$ cat src/rtl/spi_tgt_pkg.sv
package spi_tgt_pkg;
  // serial clock events, already normalised for polarity
  typedef struct packed {
    logic lead;
    logic trail;
  } sck_ev_t;

  function automatic sck_ev_t find_edges(input logic now, input logic prev, input logic pol);
    sck_ev_t e;
    e.lead  = (now ^ pol) & ~(prev ^ pol);
    e.trail = ~(now ^ pol) & (prev ^ pol);
    return e;
  endfunction
endpackage

$ cat src/rtl/spi_tgt_sync.sv
module spi_tgt_sync #(
  parameter int W = 3,
  parameter int STAGES = 2,
  parameter logic [W-1:0] RST = '0
) (
  input  logic         clk,
  input  logic         rst_n,
  input  logic [W-1:0] d,
  output logic [W-1:0] q
);
  logic [W-1:0] stg [STAGES];

  generate
    for (genvar i = 0; i < STAGES; i++) begin : g_stage
      always_ff @(posedge clk or negedge rst_n) begin
        if (!rst_n) stg[i] <= RST;
        else if (i == 0) stg[i] <= d;
        else stg[i] <= stg[(i == 0) ? 0 : i-1];
      end
    end
  endgenerate

  assign q = stg[STAGES-1];
endmodule

$ cat src/rtl/spi_tgt_rx.sv
module spi_tgt_rx #(
  parameter int DW = 8,
  localparam int CW = $clog2(DW)
) (
  input  logic          clk,
  input  logic          rst_n,
  input  logic          ss_s,
  input  logic          sample_ev,
  input  logic          mosi_s,
  input  logic          rx_ready,
  output logic          rx_valid,
  output logic [DW-1:0] rx_data,
  output logic          rx_overrun,
  output logic [CW-1:0] cnt,
  output logic          byte_done
);
  localparam logic [CW-1:0] LAST = CW'(DW-1);
  logic [DW-1:0] sh;
  logic          rd;

  assign byte_done = sample_ev && !ss_s && (cnt == LAST);
  assign rd = rx_valid && rx_ready;

  always_ff @(posedge clk or negedge rst_n) begin
    if (!rst_n) begin
      cnt <= '0;
      sh  <= '0;
    end else if (ss_s) begin
      cnt <= '0;
    end else if (sample_ev) begin
      sh  <= {sh[DW-2:0], mosi_s};
      cnt <= (cnt == LAST) ? '0 : cnt + 1'b1;
    end
  end

  always_ff @(posedge clk or negedge rst_n) begin
    if (!rst_n) begin
      rx_valid   <= 1'b0;
      rx_data    <= '0;
      rx_overrun <= 1'b0;
    end else if (byte_done) begin
      rx_data    <= {sh[DW-2:0], mosi_s};
      rx_valid   <= 1'b1;
      rx_overrun <= (rx_valid && !rx_ready) || (rx_overrun && !rd);
    end else if (rd) begin
      rx_valid   <= 1'b0;
      rx_overrun <= 1'b0;
    end
  end


  overrun_chk: assert property (@(posedge clk) disable iff (!rst_n)
    (rx_valid && !rx_ready && byte_done) |=> (rx_overrun && rx_valid));

  read_clr_chk: assert property (@(posedge clk) disable iff (!rst_n)
    (rd && !byte_done) |=> (!rx_valid && !rx_overrun));

  idle_cnt_chk: assert property (@(posedge clk) disable iff (!rst_n)
    ss_s |=> (cnt == '0));
endmodule

$ cat src/rtl/spi_tgt_tx.sv
module spi_tgt_tx #(
  parameter int DW = 8,
  localparam int CW = $clog2(DW)
) (
  input  logic          clk,
  input  logic          rst_n,
  input  logic          ss_s,
  input  logic          shift_ev,
  input  logic          byte_done,
  input  logic [CW-1:0] cnt,
  input  logic          tx_valid,
  output logic          tx_ready,
  input  logic [DW-1:0] tx_data,
  output logic          miso,
  output logic          miso_oe
);
  logic [DW-1:0] hold, cur;
  logic          hold_full, wrapped, load;
  logic [CW-1:0] oidx, bit_sel;

  assign tx_ready = !hold_full;
  assign load     = hold_full && (ss_s || (shift_ev && wrapped));
  assign bit_sel  = CW'(DW-1) - oidx;
  assign miso     = cur[bit_sel];
  assign miso_oe  = !ss_s;

  always_ff @(posedge clk or negedge rst_n) begin
    if (!rst_n) begin
      hold      <= '0;
      hold_full <= 1'b0;
      cur       <= '0;
    end else begin
      if (tx_valid && tx_ready) begin
        hold      <= tx_data;
        hold_full <= 1'b1;
      end else if (load) begin
        hold_full <= 1'b0;
      end
      if (load) cur <= hold;
    end
  end

  always_ff @(posedge clk or negedge rst_n) begin
    if (!rst_n) begin
      wrapped <= 1'b0;
      oidx    <= '0;
    end else if (ss_s) begin
      wrapped <= 1'b0;
      oidx    <= '0;
    end else begin
      if (byte_done) wrapped <= 1'b1;
      else if (shift_ev) wrapped <= 1'b0;
      if (shift_ev) oidx <= cnt;
    end
  end


  lock_chk: assert property (@(posedge clk) disable iff (!rst_n)
    (!ss_s && !(shift_ev && wrapped)) |=> $stable(cur));

  accept_chk: assert property (@(posedge clk) disable iff (!rst_n)
    (tx_valid && tx_ready) |=> !tx_ready);
endmodule

$ cat src/rtl/spi_tgt.sv
module spi_tgt
  import spi_tgt_pkg::*;
#(
  parameter int DW = 8,
  parameter int SYNC_STAGES = 2
) (
  input  logic          clk,
  input  logic          rst_n,
  input  logic          cpol,
  input  logic          cpha,
  input  logic          sck,
  input  logic          ss_n,
  input  logic          mosi,
  output logic          miso,
  output logic          miso_oe,
  input  logic          tx_valid,
  output logic          tx_ready,
  input  logic [DW-1:0] tx_data,
  output logic          rx_valid,
  input  logic          rx_ready,
  output logic [DW-1:0] rx_data,
  output logic          rx_overrun
);
  localparam int CW = $clog2(DW);

  logic [2:0]    pins_s;
  logic          sck_s, ss_s, mosi_s, sck_prev;
  sck_ev_t       ev;
  logic          sample_ev, shift_ev, byte_done;
  logic [CW-1:0] cnt;

  spi_tgt_sync #(.W(3), .STAGES(SYNC_STAGES), .RST(3'b010)) u_sync (
    .clk(clk), .rst_n(rst_n), .d({sck, ss_n, mosi}), .q(pins_s));
  assign {sck_s, ss_s, mosi_s} = pins_s;

  always_ff @(posedge clk or negedge rst_n) begin
    if (!rst_n) sck_prev <= 1'b0;
    else        sck_prev <= sck_s;
  end

  assign ev        = find_edges(sck_s, sck_prev, cpol);
  assign sample_ev = !ss_s && (cpha ? ev.trail : ev.lead);
  assign shift_ev  = !ss_s && (cpha ? ev.lead : ev.trail);

  spi_tgt_rx #(.DW(DW)) u_rx (
    .clk(clk), .rst_n(rst_n), .ss_s(ss_s), .sample_ev(sample_ev), .mosi_s(mosi_s),
    .rx_ready(rx_ready), .rx_valid(rx_valid), .rx_data(rx_data),
    .rx_overrun(rx_overrun), .cnt(cnt), .byte_done(byte_done));

  spi_tgt_tx #(.DW(DW)) u_tx (
    .clk(clk), .rst_n(rst_n), .ss_s(ss_s), .shift_ev(shift_ev), .byte_done(byte_done),
    .cnt(cnt), .tx_valid(tx_valid), .tx_ready(tx_ready), .tx_data(tx_data),
    .miso(miso), .miso_oe(miso_oe));


  one_edge_chk: assert property (@(posedge clk) disable iff (!rst_n)
    !(sample_ev && shift_ev));
endmodule

$ cat config.mk
export PLATFORM = sky130hd
export DESIGN_NAME = spi_tgt
export DESIGN_NICKNAME = d
export VERILOG_FILES = /design/src/rtl/spi_tgt_pkg.sv /design/src/rtl/spi_tgt_sync.sv /design/src/rtl/spi_tgt_rx.sv /design/src/rtl/spi_tgt_tx.sv /design/src/rtl/spi_tgt.sv
export SDC_FILE = /design/constraint.sdc
export NUM_CORES = 1
export LEC_CHECK = 0
export BUFFER_PORTS_ARGS = -buffer_cell sky130_fd_sc_hd__clkbuf_2
export CORE_ASPECT_RATIO = 0.7
export CORE_UTILIZATION = 40
export CTS_CLUSTER_DIAMETER = 30
export DETAILED_ROUTE_END_ITERATION = 8
export PLACE_DENSITY_LB_ADDON = 0.3
export SYNTH_ARGS = -nofsm -noshare
export SYNTH_HDL_FRONTEND = slang
export SYNTH_SLANG_ARGS = --single-unit
export TNS_END_PERCENT = 1
$ cat constraint.sdc
create_clock -name clk -period 2.05 [get_ports clk]
set_input_delay 0.3075 -clock clk [delete_from_list [all_inputs] [get_ports clk]]
set_output_delay 0.3075 -clock clk [all_outputs]
set_load 0.005 [all_outputs]
==> results.md, run 1 <==
- Status: completed
- Inst Count DP: 221
- Endpoints failing setup: 0
- DR pass1 iterations: 4
- Mapped Area: 0.00198 mm2
- Die W: 86.2 um
- Die height: 60.9 um
- IR drop worst, VDD: 0.418 mV
- Initial antenna violation count: 0
- Crit path launch type: register
- Sw power: 0.000524 W
- CTS tree: done
- Max Cap Viol: 0
- Total GRT Usage: 0.135
- Post-route minimum period: 1.89 ns
- Hold buffer count at cts: 0
- Critical Path Sink Type: output pin
- Post-DRT Antenna Nets: 0
- Min-Delay Path Class: primary input to asynchronous set/reset pin
- Net Sw Frac: 0.245
- Distinct cell type count after synthesis: 26
- Max Clock Skew: 0.00818 ns
- Longest Clk Path Bufs: 2
- GP Congestion: 0.691
- Yosys reg bits: 48
- Clk pwr share: 0.251
- Largest net degree at the start of global routing: 49
- Register area share after synthesis: 0.607
- Final core utilization: 0.477
- Mapped Avg Cell Area: 16.1 um2
- Syn Nets: 142
- Mean number of vias per cell: 4.56
- Slew Limit Fails: 0
- Final hold vios: 0
- RSZ-0062 raised after global routing: false
- Reg power frac: 0.578
- Leakage power total: 1.11 nW
- Filler cell count: 436
- Synth top area share: 0.580
- Int Power: 0.00161 W
- Final non-filler cell total: 229
- Drt drc: 0
- Port Buf Inserts: 29
- Measured slew at the worst slew-check pin: 0.601 ns
- Setup TNS: 0 ns
- Worst setup margin: 0.156 ns
- Layout area overhead: 15.1%
- Final nets: 178
- Overflow after GRT: 0
- H-tree levels: 2
- CP max FO: 3
- Crit path required time: 1.74 ns
- PD cells: 936 mW/mm2
- Top cells by area, synth: dfrtp_1, mux2_4, mux2_2, mux2i_1, dfstp_2
- Clk slew on worst S/H paths: 0.09 ns
- Fin crit share: 0.924
- Clock Sinks: 48
- Clock latency on the worst-skew pair: 0.30 ns
- Commonest cells after routing, fill and taps aside: dfrtp_1, clkbuf_2, mux2_2
- First-pass GRT wire length: 5.10 mm
- Initial Utilization: 0.415
- Post-Synthesis Cells: 123
- Critical path type: register to output pin
- Hold_ws: 0.0821 ns
- Die area: 0.00525 mm2
- Fraction of layout cells with a size suffix above 1: 0.513
- Comb pwr share: 0.171
- Worst EP arrival: 1.59 ns
- Root buffer cell: clkbuf_8
- Leading cell type in the layout, fill and taps excluded: dfrtp_1
- Core Box Area: 0.00478 mm2
- Antenna cells: 0
- Fmax: 528 MHz
- Io pins: 30
- Number of violations reported at the end of detailed-routing iteration 0: 67
- Crit path max-delay cell type: mux4_2
- CTS buffer count: 5
- Post-placement worst setup slack: 0.232 ns
- Synth area leader: dfrtp_1
- Row count: 21
- Slew headroom: 0.599
- Crit-path cells: mux4_2, mux2_2, clkbuf_2
- Via count: 1,044
- YS warnings: 0
- HPWL after detailed placement: 2.06 mm
- CP max stage delay: 0.50 ns
- Post-Route WL: 2.95 mm
- Number of buffers added for setup after CTS: 0
- Post-CTS sizing: 0
- Post-DR wirelength/cell: 12.9 um
- Vias in the first global route: 1,056
## through the flow
stage                     power (W)  instance area [um2]
after floorplan             0.00150                 1980
after global placement      0.00160                 2200
after detailed placement    0.00162                 2200
after CTS                   0.00217                 2280
after global routing        0.00226                 2280
final                       0.00214                 2280
## critical path: cells and delay by family (launching register included)
family	cells	cell delay, ns
muxes	2	0.78
buffers and inverters	1	0.11
DFF	1	0.41
## layer usage
layer  up-vias  share of wire  global-route usage
met5         -              0                   0
li1        498              -                   -
met2        25           0.42               0.188
met4         0          0.023              0.0786
met3         8          0.055              0.0544
met1       513           0.50               0.178
## kinds of logic (layout without fill, tap and decap cells)
kind of cell | after synthesis | count (layout) | share of synthesized area
DFF | 48 | 48 | 0.607
muxes | 42 | 42 | 0.277
and+or+nand+nor | 17 | 17 | 0.0454
buffers and inverters | 8 | 45 | 0.0309
AOI/OAI and AO/OA | 5 | 5 | 0.0189
adders and majority gates | 2 | 2 | 0.0126
xor gates and xnor gates | 1 | 1 | 0.00820
## state kept, by name (all words and copies together) (netlist names), 3 cells and up
name / flops
u_rx.cnt: 3
u_rx.rx_data: 8
u_rx.sh: 7
u_sync.q: 3
u_sync.stg: 3
u_tx.cur: 8
u_tx.hold: 8
u_tx.oidx: 3
## cell usage after synthesis, drive strengths merged
cell type,n
mux4,2
nand2,1
a31o,1
nor3b,1
or2,1
a21o,1
nor2b,1
buf,3
a21oi,1
inv,3
nor2,8
dfrtp,46
ha,2
dfstp,2
nand2b,2
clkbuf,2
and3,1
and2,2
a22o,1
xnor2,1
mux2,32
mux2i,8
o21a,1
## cell type report
cell class	count	area, um2	share of cell area
Clock buffer	7	76.3	0.0334
Clock inverter	1	5.00	0.00219
Inverter	3	11.3	0.00493
Multi-Input combinational cell	67	718	0.315
Sequential cell	48	1200	0.527
Tap cell	69	86.3	0.0378
Timing Repair Buffer	34	183	0.0800
## final timing paths
kind	slack [ns]	depth (start not counted)	startpoint	end
hold reg to reg	0.36	0	u_sync.stg[5]	u_sync.q[2]
hold / removal	0.08	2	rst_n	u_rx.rx_data[3]
min in group clk	0.08	1	ss_n	u_sync.stg[4]
setup / recovery	0.16	3	u_tx.oidx[0]	miso
setup reg to reg	0.40	4	u_sync.q[2]	u_rx.sh[5]
max in group asynchronous	1.54	2	rst_n	u_tx.cur[2]
## power groups by stage
stage          Clock [W]  Sequential [W]  Combinational, W
2_1_floorplan          0         0.00121          0.000290
3_3_place_gp           0         0.00125          0.000352
3_5_place_dp           0         0.00126          0.000368
4_1_cts         0.000560         0.00124          0.000371
5_1_grt         0.000605         0.00126          0.000396
6_report        0.000537         0.00124          0.000365
Note: power is estimated with default switching activity, not from simulation.
==> inputs of run 2 (changes only) <==
--- a/config.mk
+++ b/config.mk
@@ -5,13 +5,13 @@
 export SDC_FILE = /design/constraint.sdc
 export NUM_CORES = 1
 export LEC_CHECK = 0
-export BUFFER_PORTS_ARGS = -buffer_cell sky130_fd_sc_hd__clkbuf_2
+export BUFFER_PORTS_ARGS = -buffer_cell sky130_fd_sc_hd__buf_2
 export CORE_ASPECT_RATIO = 0.7
 export CORE_UTILIZATION = 40
 export CTS_CLUSTER_DIAMETER = 30
 export DETAILED_ROUTE_END_ITERATION = 8
-export PLACE_DENSITY_LB_ADDON = 0.3
 export SYNTH_ARGS = -nofsm -noshare
 export SYNTH_HDL_FRONTEND = slang
+export SYNTH_HIERARCHICAL = 1
 export SYNTH_SLANG_ARGS = --single-unit
 export TNS_END_PERCENT = 1
==> run 2 against run 1 <==
  * First-iteration DRC count fell by 45%
  * Fmax decreased by 2.4%
  * Highest routed layer unchanged
  * Total power shrank 2.4%
  * Clock-buffer cell count shrank 1
  * Die area shrank 0.25%
==> results.md, run 2 <==
- Status: completed
- Yosys reg bits: 48
- Number of violations reported at the end of detailed-routing iteration 0: 37
- Comb pwr share: 0.142
- Clk pwr share: 0.280
- FF-to-FF path depth: 4
- Die area: 0.00523 mm2
- YS warnings: 6
- Net Sw Frac: 0.245
- CTS buffer count: 5
- Critical path type: register to output pin
- Setup TNS: 0 ns
- RSZ-0062 raised after global routing: false
- Crit path buf inv count: 1
- Leakage power total: 1.12 nW
- Row count: 20
- Final core utilization: 0.502
- Leading cell type in the layout, fill and taps excluded: dfrtp_1
- Io pins: 30
- H-tree levels: 2
- GP Congestion: 0.679
- Antenna cells: 0
- Root buffer cell: clkbuf_8
- Largest net degree at the start of global routing: 49
- Post-Synthesis Cells: 126
- Count leader, synth: dfrtp_1
- Die height: 60.8 um
- Layout area overhead: 15.1%
- Die W: 86.1 um
- Register area share after synthesis: 0.608
- Clock Sinks: 48
- Critical Path Sink Type: output pin
- Mapped Area: 0.00198 mm2
- Synth area leader: dfrtp_1
- Clock latency on the worst-skew pair: 0.30 ns
- Final hold vios: 0
- Distinct cell type count after synthesis: 25
- Via count: 1,088
- Worst setup margin: 0.109 ns
- Crit path required time: 1.74 ns
- Top cells by area, synth: dfrtp_1, mux2_2, mux2_4, mux2i_1, dfstp_2
- Post-DR wirelength/cell: 14.1 um
- Synth top cells by count: dfrtp_1, mux2_2, mux2_4, mux2i_1, nor2_1
- Hold buffer count at cts: 0
- Mapped Avg Cell Area: 15.7 um2
- HPWL after detailed placement: 2.23 mm
- Max Clock Skew: 0.00462 ns
- Synth top area share: 0.582
- Slew headroom: 0.602
- Drt drc: 0
- Post-placement worst setup slack: 0.168 ns
- Initial Utilization: 0.437
- CP delay by family, top: multiplexers
- Post-route minimum period: 1.94 ns
- Port Buf Inserts: 29
- Fmax: 515 MHz
- Reg power frac: 0.578
- PD cells: 916 mW/mm2
- Overflow after GRT: 0
- Syn Nets: 145
- Final nets: 179
- Total GRT Usage: 0.144
- CTS tree: done
- Total power: 0.00209 W
- Worst r2r src: sck_prev
- IR drop worst, VDD: 0.369 mV
- Max Cap Viol: 0
- Measured slew at the worst slew-check pin: 0.597 ns
- Commonest cells after routing, fill and taps aside: dfrtp_1, buf_2, mux2_2
- Reg-to-reg setup timing slack: 0.19 ns
- Mean number of vias per cell: 4.79
- Core Box Area: 0.00453 mm2
- Initial antenna violation count: 0
- DR pass1 iterations: 4
- Worst EP arrival: 1.63 ns
- CP max stage delay: 0.52 ns
- Crit path max-delay cell type: mux4_2
- Worst reg2reg endpoint: u_rx/sh[6]
- Endpoints failing setup: 0
- Vias in the first global route: 1,152
- Post-synth EDFFs: 0
- Sw power: 0.000510 W
- Primary FF master, synth: dfrtp_1
- Slew Limit Fails: 0
- Fin crit share: 0.947
- Largest registers: u_rx/rx_data: 8 flops, u_tx/cur: 8 flops, u_tx/hold: 8 flops
- Fraction of registers with async set/reset: 1.00
- Crit-path cells: mux4_2, mux2_2, buf_2
- Longest Clk Path Bufs: 2
- Int Power: 0.00158 W
- First-pass GRT wire length: 5.38 mm
- Min-Delay Path Class: primary input to asynchronous set/reset pin
- Fraction of layout cells with a size suffix above 1: 0.516
- Filler cell count: 397
- Clk slew on worst S/H paths: 0.09 ns
- Post-DRT Antenna Nets: 0
- Crit path launch type: register
- Post-Route WL: 3.20 mm
- CP max FO: 3
[run 2: final cells by class]
type / count / area (um2) / area share
Clock buffer: 6 / 82.6 / 0.0363
Clock inverter: 2 / 15.0 / 0.00660
Inverter: 5 / 18.8 / 0.00825
Timing Repair Buffer: 35 / 190 / 0.0836
Sequential cell: 48 / 1200 / 0.529
Tap cell: 66 / 82.6 / 0.0363
Multi-Input combinational cell: 65 / 682 / 0.300
[run 2: worst max-delay path by stage]
stage                             from          to  slack [ns]  cells after the start
after floorplan            u_sync/q[1]  u_rx/sh[1]        0.18                      7
after global placement            cpol  u_rx/sh[6]        0.25                      5
after detailed placement          cpol  u_rx/sh[1]        0.17                      5
after CTS                 u_tx/oidx[0]        miso       0.004                      3
after global routing      u_tx/oidx[0]        miso        0.04                      3
final                     u_tx/oidx[0]        miso        0.11                      3
[run 2: cell families (layout without fill, tap and decap cells)]
group | after synthesis | after routing | share of synthesized area
XOR/XNOR | 1 | 1 | 0.00443
adder cells (fa/ha/maj) | 2 | 2 | 0.0126
multiplexers | 41 | 41 | 0.261
AND/OR/NAND/NOR | 15 | 15 | 0.0506
AO/OA/AOI/OAI | 6 | 6 | 0.0196
buffers and inverters | 13 | 48 | 0.0430
flip-flops | 48 | 48 | 0.608
[run 2: metal layers]
metal,track usage,part of all wire,vias to the layer above
li1,-,-,499
met1,0.180,0.49,561
met2,0.224,0.44,21
met3,0.0503,0.044,7
met4,0.0786,0.020,0
met5,0,0,-
[run 2: repair_timing]
item                                   CTS  global route
gates resized for setup                  0             3
buffers inserted                         0             0
endpoints found under the hold margin    0             0
setup endpoints to repair                0             1
[run 2: power by group through the flow]
stage | Sequential (W) | Clock, W | Combinational, W
floorplan | 0.00118 | 0 | 0.000229
global placement | 0.00122 | 0 | 0.000285
detailed placement | 0.00122 | 0 | 0.000300
CTS | 0.00120 | 0.000609 | 0.000300
global route | 0.00123 | 0.000644 | 0.000325
finish | 0.00121 | 0.000585 | 0.000295
[run 2: stage by stage]
step / area [um2] / std cells / hold WS (ns)
finish: 2280 / 227 / 0.0833
global route: 2280 / 227 / 0.0801
CTS: 2280 / 227 / 0.0841
detailed placement: 2180 / 219 / 0.348
global placement: 2180 / 219 / 0.338
floorplan: 1980 / 126 / 0.0119
[run 2: worst register-to-register path, cell delays in order, from the launching register on]
cell and delay, ns:
dfrtp_1 0.38, or3b_1 0.40, mux2i_1 0.28, nor2b_4 0.33, mux2_2 0.36
==> inputs of run 3 (changes only) <==
==> constraint.sdc (replaced) <==
create_clock -name clk -period 2 [get_ports clk]
set_input_delay 0.3 -clock clk [delete_from_list [all_inputs] [get_ports clk]]
set_output_delay 0.3 -clock clk [all_outputs]
set_load 0.005 [all_outputs]
==> run 3 against run 2 <==
  * First-iteration DRC count unchanged
  * Final cell count up 0.44%
  * Worst hold slack better by 0.018 ns
  * Clock skew up 0.0020 ns
  * Critical path type unchanged
  * Critical endpoint unchanged
  * Largest power group unchanged
==> results.md, run 3 (synthesis gave the netlist of run 2 again) <==
- Status: completed
- Vias in the first global route: 1,082
- Root buffer cell: clkbuf_8
- Final non-filler cell total: 228
- Post-Route WL: 3.17 mm
- Drt drc: 0
- Multi-input gate area: 686 um2
- Via count: 1,046
- Initial Utilization: 0.437
- Grt met3 use: 0.0490
- Worst setup margin: 0.0811 ns
- Clk slew on worst S/H paths: 0.09 ns
- CP max FO: 3
- Port Buf Inserts: 29
- Die W: 86.1 um
- Mean number of vias per cell: 4.59
- Fmax: 521 MHz
- Crit path launch type: register
- Largest registers: u_rx/rx_data: 8 flops, u_tx/cur: 8 flops, u_tx/hold: 8 flops
- Slew Limit Fails: 0
- Slew headroom: 0.753
- Worst EP arrival: 1.62 ns
- HPWL after detailed placement: 2.24 mm
- IR drop worst, VDD: 0.411 mV
- GR met1 Demand/Resource: 0.197
- Total power: 0.00209 W
- Die area: 0.00523 mm2
- Post-DRT Antenna Nets: 0
- Post-DR wirelength/cell: 13.9 um
- Critical Path Sink Type: output pin
- Max Clock Skew: 0.00666 ns
- Critical path type: register to output pin
- CTS buffer count: 5
- Final hold vios: 0
- Post-route minimum period: 1.92 ns
- Commonest cells after routing, fill and taps aside: dfrtp_1, buf_2, mux2_2
- Overflow after GRT: 0
- Final core utilization: 0.506
- Io pins: 30
- Number of violations reported at the end of detailed-routing iteration 0: 37
- CTS tree: done
- Antenna cells: 0
- Leading cell type in the layout, fill and taps excluded: dfrtp_1
- Row count: 20
- Min-Delay Path Class: primary input to register
- Fin crit share: 0.959
- Filler cell count: 376
- Fraction of layout cells with a size suffix above 1: 0.512
- Endpoints failing setup: 0
- Max Cap Viol: 0
- Initial antenna violation count: 0
- Post-placement worst setup slack: 0.106 ns
- Register Area: 0.00120 mm2
- Leakage power total: 1.12 nW
- Layout area overhead: 15.7%
- H-tree levels: 2
- Core Box Area: 0.00453 mm2
- First-pass GRT wire length: 5.38 mm
- Grt met2 use: 0.202
- Final nets: 180
- PD cells: 914 mW/mm2
- Die height: 60.8 um
- Longest Clk Path Bufs: 2
- GP Congestion: 0.671
- Inst Count DP: 219
- Setup TNS: 0 ns
- DR pass1 iterations: 4
- Clock Sinks: 48
- Measured slew at the worst slew-check pin: 0.368 ns
- GRT busiest layer: met2
- Crit path required time: 1.70 ns
- RSZ-0062 raised after global routing: true
- Total GRT Usage: 0.140
- Clock latency on the worst-skew pair: 0.29 ns
- Largest net degree at the start of global routing: 49
==> run 3: cell types whose count changed in the layout (fill, tap and decap cells not counted), sizes merged <==
cell / previous run / this run
clkinvlp: 2 / 1
clkinv: 0 / 1
dlygate4sd3: 0 / 1
==> run 3: cell type report <==
class / instances / share of cell area
timing repair buffer: 36 / 0.0929
clock inverter: 2 / 0.00546
clock buffer: 6 / 0.0317
inverter: 5 / 0.00820
multi-input combinational: 65 / 0.299
tap: 66 / 0.0361
sequential: 48 / 0.526
==> run 3: repair_timing <==
item                                    CTS  global route
hold buffers                              1             0
gates cloned                              0             0
gates resized for setup                   1             3
setup buffers                             0             0
pin swaps                                 0             0
endpoints found under the setup margin    1             7
hold endpoints to repair                 46             0
==> run 3: through the flow <==
step                      hold slack [ns]  area, um2
final                               0.101       2290
after global routing               0.0895       2290
after CTS                          0.0892       2290
after detailed placement            0.301       2200
after global placement              0.295       2200
after floorplan                   0.00441       1980
==> run 3: worst paths after layout <==
kind,start,end,slack [ns],cells past startpoint
worst max register to register,u_sync/q[2],u_tx/cur[1],0.15,5
worst min register to register,u_sync/stg[5],u_sync/q[2],0.36,0
max in group asynchronous,rst_n,u_sync/q[1],1.21,3
min in group asynchronous,rst_n,u_tx/hold[2],0.51,3
worst max-delay path,u_tx/oidx[0],miso,0.08,3
worst min-delay path,ss_n,u_sync/stg[4],0.10,1
==> run 3: power by group <==
group	internal, W	switching, W	total [W]
Combinational	0.000203	0.000106	0.000309
Clock	0.000245	0.000302	0.000546
Sequential	0.00114	0.000101	0.00124
Total	0.00158	0.000508	0.00209
==> run 3: worst max-delay path, cell delays in order (launching register included) <==
cell     delay, ns
dfrtp_2       0.41
mux4_2        0.52
mux2_2        0.28
buf_2         0.13
==> run 3: per-layer routing <==
metal | wire length (um) | vias to the layer above
li1 | - | 500
met1 | 1610 | 527
met2 | 1420 | 17
met3 | 126 | 2
met4 | 15 | 0
met5 | 0 | -
